## src/rtl/dma_addr_seq.sv

```systemverilog
module dma_addr_seq #(
  parameter int ADDR_W = 32,
  parameter int CNT_W  = 16
) (
  input  logic              clk,
  input  logic              rst_n,
  input  logic              start,
  input  logic [1:0]        size,
  input  logic [1:0]        src_inc,
  input  logic [1:0]        dst_inc,
  input  logic [ADDR_W-1:0] src_end,
  input  logic [ADDR_W-1:0] dst_end,
  input  logic [CNT_W-1:0]  count,
  output logic              busy,
  output logic              done,
  output logic              err,
  output logic [CNT_W-1:0]  remaining,
  output logic              mem_req,
  output logic              mem_we,
  output logic [ADDR_W-1:0] mem_addr,
  output logic [3:0]        mem_be,
  output logic [31:0]       mem_wdata,
  input  logic [31:0]       mem_rdata,
  input  logic              mem_gnt
);

  localparam logic [1:0] STEP_NONE = 2'd3;

  typedef enum logic [1:0] {S_IDLE, S_RD, S_CAP, S_WR} state_t;

  state_t            state;
  logic [1:0]        size_q;
  logic [ADDR_W-1:0] src_q, dst_q, src_step_q, dst_step_q;
  logic [31:0]       item_q;
  logic [CNT_W-1:0]  rem_q;

  logic [1:0]        amask;
  logic              bad_size, bad_src, bad_dst, bad_align, bad_cnt, legal;
  logic [ADDR_W-1:0] cnt_m1, src_off, dst_off, src_step, dst_step;
  logic [31:0]       rd_shift, rd_item;
  logic [3:0]        lane_base;

  assign amask     = (size == 2'd0) ? 2'b00 : (size == 2'd1) ? 2'b01 : 2'b11;
  assign bad_size  = (size == 2'd3);
  assign bad_src   = (src_inc != STEP_NONE) && (src_inc < size);
  assign bad_dst   = (dst_inc != STEP_NONE) && (dst_inc < size);
  assign bad_align = ((src_end[1:0] & amask) != 2'b00) || ((dst_end[1:0] & amask) != 2'b00);
  assign bad_cnt   = (count == '0);
  assign legal     = !(bad_size || bad_src || bad_dst || bad_align || bad_cnt);

  assign cnt_m1   = ADDR_W'(count) - ADDR_W'(1);
  assign src_step = (src_inc == STEP_NONE) ? '0 : (ADDR_W'(1) << src_inc);
  assign dst_step = (dst_inc == STEP_NONE) ? '0 : (ADDR_W'(1) << dst_inc);
  assign src_off  = (src_inc == STEP_NONE) ? '0 : (cnt_m1 << src_inc);
  assign dst_off  = (dst_inc == STEP_NONE) ? '0 : (cnt_m1 << dst_inc);

  assign rd_shift = mem_rdata >> {src_q[1:0], 3'b000};
  assign rd_item  = (size_q == 2'd0) ? {24'd0, rd_shift[7:0]} :
                    (size_q == 2'd1) ? {16'd0, rd_shift[15:0]} : rd_shift;

  assign lane_base = (size_q == 2'd0) ? 4'b0001 : (size_q == 2'd1) ? 4'b0011 : 4'b1111;

  assign busy      = (state != S_IDLE);
  assign remaining = rem_q;
  assign mem_req   = (state == S_RD) || (state == S_WR);
  assign mem_we    = (state == S_WR);
  assign mem_addr  = (state == S_WR) ? dst_q : src_q;
  assign mem_be    = !mem_req ? 4'b0000 :
                     4'(lane_base << ((state == S_WR) ? dst_q[1:0] : src_q[1:0]));
  assign mem_wdata = (state == S_WR) ? (item_q << {dst_q[1:0], 3'b000}) : 32'd0;

  always_ff @(posedge clk or negedge rst_n) begin
    if (!rst_n) begin
      state      <= S_IDLE;
      size_q     <= 2'd0;
      src_q      <= '0;
      dst_q      <= '0;
      src_step_q <= '0;
      dst_step_q <= '0;
      item_q     <= '0;
      rem_q      <= '0;
      done       <= 1'b0;
      err        <= 1'b0;
    end else begin
      done <= 1'b0;
      case (state)
        S_IDLE: if (start) begin
          err <= !legal;
          if (legal) begin
            size_q     <= size;
            src_q      <= src_end - src_off;
            dst_q      <= dst_end - dst_off;
            src_step_q <= src_step;
            dst_step_q <= dst_step;
            rem_q      <= count;
            state      <= S_RD;
          end
        end
        S_RD: if (mem_gnt) state <= S_CAP;
        S_CAP: begin
          item_q <= rd_item;
          state  <= S_WR;
        end
        S_WR: if (mem_gnt) begin
          src_q <= src_q + src_step_q;
          dst_q <= dst_q + dst_step_q;
          rem_q <= rem_q - 1'b1;
          if (rem_q == CNT_W'(1)) begin
            done  <= 1'b1;
            state <= S_IDLE;
          end else begin
            state <= S_RD;
          end
        end
        default: state <= S_IDLE;
      endcase
    end
  end

  logic [1:0] size_mask_q;
  assign size_mask_q = (size_q == 2'd0) ? 2'b00 : (size_q == 2'd1) ? 2'b01 : 2'b11;

  AST_LANES_MATCH_SIZE: assert property (@(posedge clk) disable iff (!rst_n)
    mem_req |-> $countones(mem_be) == (1 << size_q)) else $error("lane count");

  AST_ADDR_ALIGNED: assert property (@(posedge clk) disable iff (!rst_n)
    mem_req |-> (mem_addr[1:0] & size_mask_q) == 2'b00) else $error("misaligned");

  AST_NO_ACCESS_ON_ERR: assert property (@(posedge clk) disable iff (!rst_n)
    err |-> !mem_req) else $error("access after refusal");

  AST_DONE_AFTER_WRITE: assert property (@(posedge clk) disable iff (!rst_n)
    done |-> $past(mem_req && mem_we && mem_gnt) && remaining == '0 && !busy) else $error("done");

  AST_REQ_HOLD: assert property (@(posedge clk) disable iff (!rst_n)
    mem_req && !mem_gnt |=> mem_req && $stable(mem_addr) && $stable(mem_we)
                            && $stable(mem_be) && $stable(mem_wdata)) else $error("hold");

  AST_REM_STEP: assert property (@(posedge clk) disable iff (!rst_n)
    busy && !(mem_req && mem_we && mem_gnt) |=> $stable(remaining)) else $error("remaining");

endmodule

```

## config.mk

```make
export PLATFORM = sky130hd
export DESIGN_NAME = dma_addr_seq
export DESIGN_NICKNAME = d
export VERILOG_FILES = /design/src/rtl/dma_addr_seq.sv
export SDC_FILE = /design/constraint.sdc
export NUM_CORES = 1
export LEC_CHECK = 0
export BUFFER_PORTS_ARGS = -buffer_cell sky130_fd_sc_hd__buf_2
export CAP_MARGIN = 20
export CORE_ASPECT_RATIO = 1.75
export CORE_UTILIZATION = 50
export DETAILED_ROUTE_END_ITERATION = 7
export PLACE_DENSITY = 0.72
export REMOVE_ABC_BUFFERS = 1
export SETUP_SLACK_MARGIN = 0.02
export SLEW_MARGIN = 20
export SYNTH_ARGS = -nofsm -noshare
export SYNTH_HDL_FRONTEND = slang
export SYNTH_SLANG_ARGS = --single-unit
```

## constraint.sdc

```tcl
create_clock -name clk -period 4 [get_ports clk]
set_input_delay 0.6 -clock clk [delete_from_list [all_inputs] [get_ports clk]]
set_output_delay 0.6 -clock clk [all_outputs]
set_load 0.05 [all_outputs]
```

==> impl_metrics.json, run 1 <==
{
  "yosysUniqueCellTypes": 84,
  "cts_tree": "yes",
  "hold_viol_final": 0,
  "fin_nets": 2337,
  "drc": 0,
  "worstSetupPathType": "primary input to flop",
  "finClkSkew_ns": 0.00920,
  "intPower_mw": 5.15,
  "synth_cells": 1715,
  "drt_iter0_markers": 1138,
  "grt_max_degree": 95,
  "yosys_warnings": 0,
  "avgViaCountPerCell": 6.17,
  "yosys-top-cells-area": "dfrtp_1, ha_1, a21oi_1",
  "violations": "negative setup slack",
  "p_seq_frac": 0.226,
  "grt_pass1_wl_um": 71600,
  "start_util": 0.508,
  "async_flop_share": 1.00,
  "gp_congestion": 0.940,
  "cp-end-kind": "flop",
  "cts_sinks": 124,
  "drtPass1Iterations": 6,
  "fin_ws_ns": -0.152,
  "rows": 77,
  "swShare": 0.529,
  "syn-cell-area_um2": 12800,
  "vias": 15188,
  "cts_buffers": 17,
  "cp.arrival_ns": 4.52,
  "area_growth_pct": 35.3,
  "synth_seq_cells": 124,
  "cts_buffer_depth": 2,
  "die_area_um2": 26300,
  "multi_input_area_um2": 9640,
  "report.final.slew_viol_count": 0,
  "antenna_found_initial": 1,
  "clk_pin_slew_worst_paths_ns": 0.06,
  "register_area_um2": 3100,
  "final_antenna_net_count": 0,
  "die_w_um": 123,
  "rsz0062_at_grt": "yes",
  "clock_latency_ns": 0.46,
  "tns_ns": -1.03,
  "postLayoutCoreUtil": 0.688,
  "portBuffers": 210,
  "hp-class": "primary input to async pin",
  "die_h_um": 214,
  "ioPinCount": 211,
  "fillers": 2105,
  "routed_wl_um": 46900,
  "p_per_area_nw_per_um2": 630,
  "cp_max_fo": 4,
  "grt_pass1_vias": 14669,
  "grt.overflow.total": 0,
  "min_period_ns": 4.15,
  "p_leak_nw": 7.88,
  "cts_root_buffer": "clkbuf_16",
  "drive_gt1_frac": 0.320,
  "max_freq_mhz": 241,
  "p_comb_frac": 0.624,
  "synth_top_area_share": 0.242,
  "yosysTopAreaCell": "dfrtp_1",
  "peakVddDrop_uv": 551,
  "netSwitchingPower_mw": 5.79,
  "synth_edf_count": 0,
  "post_drt_wl_per_cell_um": 19.0,
  "ys_seq_area_frac": 0.242,
  "grt_usage": 0.354,
  "worst_slew_pin_slew_ns": 0.963,
  "synth.avg_cell_area_um2": 7.48,
  "status": "complete, but fails checks",
  "cts_max_level": 4,
  "cp.required_ns": 4.37,
  "pwr-share-clk": 0.149,
  "startpoint_type": "primary input",
  "coreArea_um2": 25200,
  "ys.flop_type": "dfrtp_1",
  "setup_violations": 13,
  "slew_headroom": 0.356,
  "maxCapViolCount": 0,
  "period_share": 1.04,
  "post-dp-hpwl_um": 35100
}
## kinds of logic (layout without fill, tap and decap cells)
kind of cell    after synthesis  in the layout  share of synthesized area
buf+inv                     189            620                     0.0573
simple gates                599            599                      0.225
fa+ha+maj                    82             82                     0.0823
compound gates              578            578                      0.285
mux                          75             75                     0.0618
xor+xnor                     68             68                     0.0464
flops                       124            124                      0.242
other cells                   0              1                          0
## state kept, by name (all words and copies together), names as in the netlist
register	cells
state	2
src_step_q	3
src_q	32
remaining	16
item_q	32
err	1
size_q	2
dst_q	32
dst_step_q	3
done	1
## routing by layer
metal,share of wire,up-vias,GRT usage
met5,0,-,0
met4,0.059,0,0.237
met3,0.064,183,0.0625
met2,0.52,684,0.644
met1,0.36,7230,0.364
li1,-,7091,-
## final timing paths
kind	from	to	slack, ns	cells after the start
setup / recovery	count[10]	src_q[30]	-0.15	17
hold reg to reg	err	err	0.50	2
max in group asynchronous	rst_n	src_q[29]	2.95	2
setup reg to reg	state[0]	src_q[30]	0.81	8
hold / removal	rst_n	size_q[1]	0.15	1
min in group clk	mem_rdata[24]	item_q[24]	0.39	3
## Yosys cell counts, drive strengths merged (18+ instances only)
master / instances
a21oi: 175
nor2: 172
nand2: 165
o21ai: 147
dfrtp: 124
inv: 93
ha: 78
clkbuf: 61
nor3: 56
nand3: 46
mux2i: 41
xnor2: 39
a21o: 38
buf: 35
mux2: 34
nor2b: 31
o22ai: 29
xor2: 29
and3: 25
nand4: 18
## cells in the final DEF (no fill, tap or decap), drive strengths merged, types with 11 or more instances in the layout
cell type and count:
mux2 34, a31oi 15, a21oi 175, a22oi 17, o21ai 147, nand4 18
xor2 29, o22ai 29, o31ai 15, inv 94, or3 11, ha 78
nand2 165, o211ai 17, nor2b 31, mux2i 41, nand3 46, and3 25
a211oi 14, a21o 38, nor3 56, buf 495, nor2 172, clkbuf 21
nand2b 14, dfrtp 124, xnor2 39, and2 17
## layout make-up
type / count / share of cell area
multi-input cells: 1402 / 0.555
repair buffers: 495 / 0.188
flip-flops and latches: 124 / 0.179
clock buffers: 21 / 0.0265
well taps: 316 / 0.0228
inverters: 93 / 0.0201
clock inverters: 11 / 0.00815
diodes: 1 / 0.000144
## what timing repair did
action                     in CTS  in global routing
hold buffers                    0                  0
setup endpoints to repair      29                 38
pin swaps                      31                 35
resized for setup              63                 93
buffers inserted                6                 12
## through the flow
stage	total power, mW	instance area [µm²]	setup WS (ns)	hold WS [ns]	std cells
floorplan	6.99	12400	-2.92	0.304	1619
global placement	8.89	16000	-0.848	0.482	2413
detailed placement	9.03	16000	-0.890	0.496	2413
CTS	10.7	16900	-0.128	0.170	2451
global route	11.6	17400	-0.266	0.195	2463
finish	10.9	17400	-0.152	0.154	2463
## power by group through the flow
stage	registers, mW	logic (mW)	clock network, mW
2_1_floorplan	2.66	4.33	0
3_3_place_gp	2.43	6.46	0
3_5_place_dp	2.46	6.57	0
4_1_cts	2.45	6.65	1.63
5_1_grt	2.56	7.34	1.68
6_report	2.48	6.83	1.63
## critical path, stage by stage
cell      delay, ns
buf_2          0.11
or4_4          0.52
or3_4          0.35
or3_4          0.36
xor2_2         0.16
mux2_4         0.29
nor2_4         0.11
a21oi_2        0.05
ha_1           0.30
a21o_1         0.18
a21o_1         0.18
a21oi_2        0.21
o21ai_2        0.09
a211oi_2       0.27
a21oi_2        0.13
or4_1          0.53
o211ai_1       0.09
Power figures use the tool's default switching activity.
==> run 2, diff against run 1 <==
--- a/config.mk
+++ b/config.mk
@@ -10,7 +10,7 @@
 export CORE_ASPECT_RATIO = 1.75
 export CORE_UTILIZATION = 50
 export DETAILED_ROUTE_END_ITERATION = 7
-export PLACE_DENSITY = 0.72
+export PLACE_DENSITY = 0.75
 export REMOVE_ABC_BUFFERS = 1
 export SETUP_SLACK_MARGIN = 0.02
 export SLEW_MARGIN = 20
==> constraint.sdc (replaced) <==
create_clock -name clk -period 3.8 [get_ports clk]
set_input_delay 0.57 -clock clk [delete_from_list [all_inputs] [get_ports clk]]
set_output_delay 0.57 -clock clk [all_outputs]
set_load 0.05 [all_outputs]
==> run 2 against run 1 <==
Effect of this change:
- the flow still finishes with violations (negative setup slack)
- critical path depth rose by 2
- die area did not move
- sequential power grew 6%
- worst setup slack got worse by 0.30 ns
- critical path type unchanged
- largest power group unchanged
==> impl_metrics.json, run 2 (same netlist as run 1, synthesis figures left out) <==
{
  "startpoint_type": "primary input",
  "fin_ws_ns": -0.450,
  "peakVddDrop_uv": 589,
  "cts_buffer_depth": 2,
  "area_growth_pct": 38.7,
  "die_h_um": 214,
  "cts_max_level": 4,
  "drc": 0,
  "worstSetupPathType": "primary input to flop",
  "violations": "negative setup slack",
  "grt_max_degree": 56,
  "report.final.slew_viol_count": 0,
  "reg_top3": "dst_q x32, item_q x32, src_q x32",
  "pwr-share-clk": 0.149,
  "hold_buffers": 0,
  "worst_slew_pin_slew_ns": 0.854,
  "drive_gt1_frac": 0.337,
  "grt_pass1_wl_um": 73600,
  "crit_chain": "buf_6, or4_4, or3_4, or3_4, xor2_4, buf_4, mux2_4, nor2_4, a21oi_2, ha_4, buf_6, and3_4, and2_4, a221o_1, a22o_1, a31oi_2, nor2b_2, xor2_1, o21ai_1",
  "netSwitchingPower_mw": 6.14,
  "tns_ns": -5.54,
  "r2r-end": "src_q[30]",
  "critPathMaxStageDelay_ns": 0.54,
  "rr_worst_depth": 11,
  "cp_max_fo": 4,
  "avgViaCountPerCell": 6.26,
  "cts_root_buffer": "clkbuf_16",
  "final_cell_mix": "buf_4, buf_2, nor2_1",
  "final_common_cell": "buf_4",
  "final_cell_area_um2": 17800,
  "r2r-start": "src_q[0]",
  "max_freq_mhz": 235,
  "fin_nets": 2367,
  "start_util": 0.508,
  "r2r_slack_ns": 0.63,
  "p_leak_nw": 8.09,
  "maxCapViolCount": 0,
  "cp.arrival_ns": 4.58,
  "final_antenna_net_count": 0,
  "multi_input_area_um2": 9800,
  "die_area_um2": 26300,
  "antenna_found_initial": 6,
  "fillers": 2029,
  "placed_area_um2": 16100,
  "drt_iter0_markers": 1212,
  "cp_top_family": "simple AND/OR/NAND/NOR gates",
  "endpoint": "dst_q[20]",
  "die_w_um": 123,
  "setup_violations": 30,
  "slowest_stage": "or4_4",
  "portBuffers": 210,
  "grt_pass1_vias": 15151,
  "finClkSkew_ns": 0.0104,
  "rows": 77,
  "p_comb_frac": 0.626,
  "intPower_mw": 5.54,
  "min_period_ns": 4.25,
  "hp-class": "primary input to async pin",
  "status": "complete, but fails checks",
  "cp.required_ns": 4.13,
  "swShare": 0.526,
  "clock_latency_ns": 0.46,
  "path_depth": 19,
  "cp-end-kind": "flop",
  "cts_buffers": 17,
  "p_seq_frac": 0.225,
  "hold_ws_ns": 0.197,
  "hold_viol_final": 0,
  "path_buf_inv": 3,
  "post_drt_wl_per_cell_um": 19.7,
  "p_per_area_nw_per_um2": 657,
  "grt.overflow.total": 0,
  "slew_headroom": 0.428,
  "routed_wl_um": 49200,
  "cts_sinks": 124,
  "drtPass1Iterations": 6,
  "ioPinCount": 211,
  "register_area_um2": 3100,
  "crit_start": "count[11]",
  "cts_tree": "yes",
  "post-dp-hpwl_um": 35200,
  "period_share": 1.12,
  "coreArea_um2": 25200,
  "gp_congestion": 0.961,
  "rsz0062_at_grt": "yes",
  "grt_usage": 0.363,
  "vias": 15638,
  "clk_pin_slew_worst_paths_ns": 0.05
}
## run 2: area by class of cell
| type | instances | area share |
|---|---|---|
| clock buffers | 24 | 0.0265 |
| flip-flops and latches | 124 | 0.174 |
| inverters | 93 | 0.0196 |
| clock inverters | 7 | 0.00773 |
| repair buffers | 525 | 0.198 |
| well taps | 316 | 0.0222 |
| multi-input cells | 1402 | 0.551 |
| diodes | 6 | 0.000844 |
## run 2: per-layer routing
metal  vias to the layer above  global-route usage  share of wire
met5                         -                   0              0
met4                         0               0.251          0.066
met3                       243              0.0617          0.062
met2                       781               0.660           0.52
met1                      7448               0.371           0.36
li1                       7166                   -              -
## run 2: power groups by stage
stage          sequential, mW  clock, mW  combinational, mW
2_1_floorplan            2.80          0               4.56
3_3_place_gp             2.57          0               6.80
3_5_place_dp             2.59          0               6.93
4_1_cts                  2.58       1.76               7.06
5_1_grt                  2.70       1.81               7.84
6_report                 2.62       1.75               7.32
## run 2: timing repair
item | 4_1_cts | 5_1_grt
pin swaps | 60 | 65
gates resized for setup | 91 | 99
buffers inserted | 19 | 12
endpoints found under the setup margin | 32 | 47
## run 2: worst min path at each step
| stage | start | endpoint | slack (ns) | cells after the start |
|---|---|---|---|---|
| final | rst_n | item_q[8] | 0.20 | 1 |
| after global routing | rst_n | item_q[8] | 0.26 | 1 |
| after CTS | rst_n | size_q[0] | 0.22 | 1 |
| after detailed placement | src_step_q[2] | src_step_q[2] | 0.51 | 1 |
| after global placement | err | err | 0.48 | 2 |
| after floorplan | rst_n | done | 0.27 | 0 |
## run 2: worst reg2reg max path: stages, from the launching register on
cell	delay, ns
dfrtp_1	0.35
ha_1	0.19
inv_1	0.06
fa_1	0.37
nor2b_1	0.22
o211ai_1	0.30
nor2b_1	0.40
a41o_1	0.24
o21ai_1	0.07
a41o_1	0.25
or4b_1	0.56
o211ai_1	0.10
## run 2: through the flow
step	utilization	worst slack [ns]	total power, mW	std cells
2_1_floorplan	-	-3.12	7.36	1619
3_3_place_gp	0.638	-0.944	9.37	2431
3_5_place_dp	0.638	-0.942	9.52	2431
4_1_cts	0.681	-0.290	11.4	2479
5_1_grt	0.705	-0.550	12.4	2497
6_report	0.705	-0.450	11.7	2497
==> run 3, diff against run 2 <==
==> constraint.sdc (replaced) <==
create_clock -name clk -period 3.7 [get_ports clk]
set_input_delay 0.555 -clock clk [delete_from_list [all_inputs] [get_ports clk]]
set_output_delay 0.555 -clock clk [all_outputs]
set_load 0.05 [all_outputs]
==> run 3 against run 2 <==
Effect of this change:
- combinational power up 3.8%
- critical path type unchanged
- the flow still finishes with violations (negative setup slack)
- worst hold slack worse by 0.11 ns
- highest routed layer is now met5
- first-iteration DRC count grew 9.7%
- clock skew down 0.0011 ns
- worst setup slack improved by 0.015 ns
==> impl_metrics.json, run 3 (same netlist as run 1, synthesis figures left out) <==
{
  "ioPinCount": 211,
  "setup_violations": 28,
  "p_per_area_nw_per_um2": 659,
  "rows": 77,
  "drive_gt1_frac": 0.352,
  "report.final.slew_viol_count": 0,
  "cts_max_level": 4,
  "grt_pass1_wl_um": 71900,
  "max_freq_mhz": 242,
  "routed_wl_um": 48900,
  "drtPass1Iterations": 6,
  "antenna_found_initial": 8,
  "grt_pass1_vias": 14756,
  "instances_no_fill": 2501,
  "dpl.cell_count": 2432,
  "die_area_um2": 26300,
  "clock_latency_ns": 0.44,
  "cts_tree": "yes",
  "status": "complete, but fails checks",
  "hold_buffers": 0,
  "coreArea_um2": 25200,
  "cts_buffers": 17,
  "p_leak_nw": 8.17,
  "cts_buffer_depth": 2,
  "peakVddDrop_uv": 535,
  "gp_congestion": 0.950,
  "power.total_mw": 11.9,
  "fin_nets": 2371,
  "drt_iter0_markers": 1329,
  "post-dp-hpwl_um": 35200,
  "vias": 15665,
  "hold_ws_ns": 0.0838,
  "die_h_um": 214,
  "fin_ws_ns": -0.435,
  "period_share": 1.12,
  "cp.arrival_ns": 4.51,
  "grt_usage": 0.352,
  "violations": "negative setup slack",
  "die_w_um": 123,
  "cp_max_fo": 3,
  "final_cell_mix": "buf_4, buf_2, nand2_1",
  "grt.overflow.total": 0,
  "drc": 0,
  "hold_viol_final": 0,
  "rr_worst_depth": 11,
  "cts_root_buffer": "clkbuf_16",
  "start_util": 0.508,
  "startpoint_type": "primary input",
  "fillers": 1906,
  "min_period_ns": 4.13,
  "worst_slew_pin_slew_ns": 0.857,
  "clk_pin_slew_worst_paths_ns": 0.06,
  "post_drt_wl_per_cell_um": 19.6,
  "maxCapViolCount": 0,
  "avgViaCountPerCell": 6.26,
  "rsz0062_at_grt": "yes",
  "worstSetupPathType": "primary input to flop",
  "final_common_cell": "buf_4",
  "area_growth_pct": 40.7,
  "reg_top3": "dst_q x32, item_q x32, src_q x32",
  "slew_headroom": 0.426,
  "hp-class": "primary input to async pin",
  "cp-end-kind": "flop",
  "tns_ns": -6.77,
  "grt_max_degree": 57,
  "cts_sinks": 124,
  "cp.required_ns": 4.08,
  "portBuffers": 210,
  "final_antenna_net_count": 0,
  "finClkSkew_ns": 0.00926
}
[run 3: cell count changes in the layout (fill, tap and decap cells not counted), sizes merged]
| cell | delta |
|---|---|
| buf | +4 |
| clkinvlp | +1 |
| bufinv | -4 |
| clkinv | +2 |
| clkbuf | +1 |
[run 3: repair_timing]
action	CTS	global route
pin swaps	27	88
gates resized for setup	66	181
buffers inserted	16	22
setup endpoints to repair	37	47
[run 3: metal layers]
metal,GRT usage,vias up,routed length [µm]
li1,-,7174,-
met1,0.372,7419,17300
met2,0.629,839,24800
met3,0.0556,229,3350
met4,0.250,4,3420
met5,0,-,26
[run 3: worst paths after layout]
check	start	endpoint	slack [ns]
hold reg to reg	err	err	0.51
hold / removal	rst_n	size_q[1]	0.08
max in group asynchronous	rst_n	dst_q[19]	2.68
min in group clk	size[1]	size_q[1]	0.35
setup / recovery	count[11]	dst_q[30]	-0.43
setup reg to reg	dst_q[0]	dst_q[20]	0.56
[run 3: where the power goes]
group | internal [mW] | switching [mW] | total (mW)
clock network | 0.953 | 0.644 | 1.60
registers | 1.97 | 0.727 | 2.70
logic | 2.62 | 4.98 | 7.60
[run 3: stage by stage]
step                utilization  worst slack (ns)  area, µm²
floorplan                     -             -3.22      12400
global placement          0.639            -0.992      16100
detailed placement        0.639             -1.09      16100
CTS                       0.676            -0.404      17100
global route              0.715            -0.580      18000
finish                    0.715            -0.435      18000
[run 3: cell type report]
| type | count | area (µm²) | area share |
|---|---|---|---|
| inverter | 93 | 352 | 0.0195 |
| clock buffer | 25 | 515 | 0.0286 |
| multi-input combinational | 1402 | 10000 | 0.554 |
| sequential | 124 | 3100 | 0.172 |
| timing repair buffer | 529 | 3630 | 0.201 |
| antenna | 6 | 15.0 | 0.000832 |
| clock inverter | 6 | 35.0 | 0.00194 |
| tap | 316 | 395 | 0.0219 |
[run 3: critical path: stages]
cell     delay (ns)
buf_6          0.09
or4_4          0.54
or3_4          0.37
or3_4          0.36
xor2_2         0.17
buf_4          0.15
mux2_4         0.28
nor2_4         0.08
a21oi_2        0.05
ha_4           0.25
buf_6          0.13
buf_6          0.12
a21oi_4        0.15
o21ai_2        0.10
nor2_1         0.12
nand2_1        0.07
o21ai_1        0.14
buf_4          0.17
o31ai_4        0.06
or4_1          0.49
nand3_1        0.08
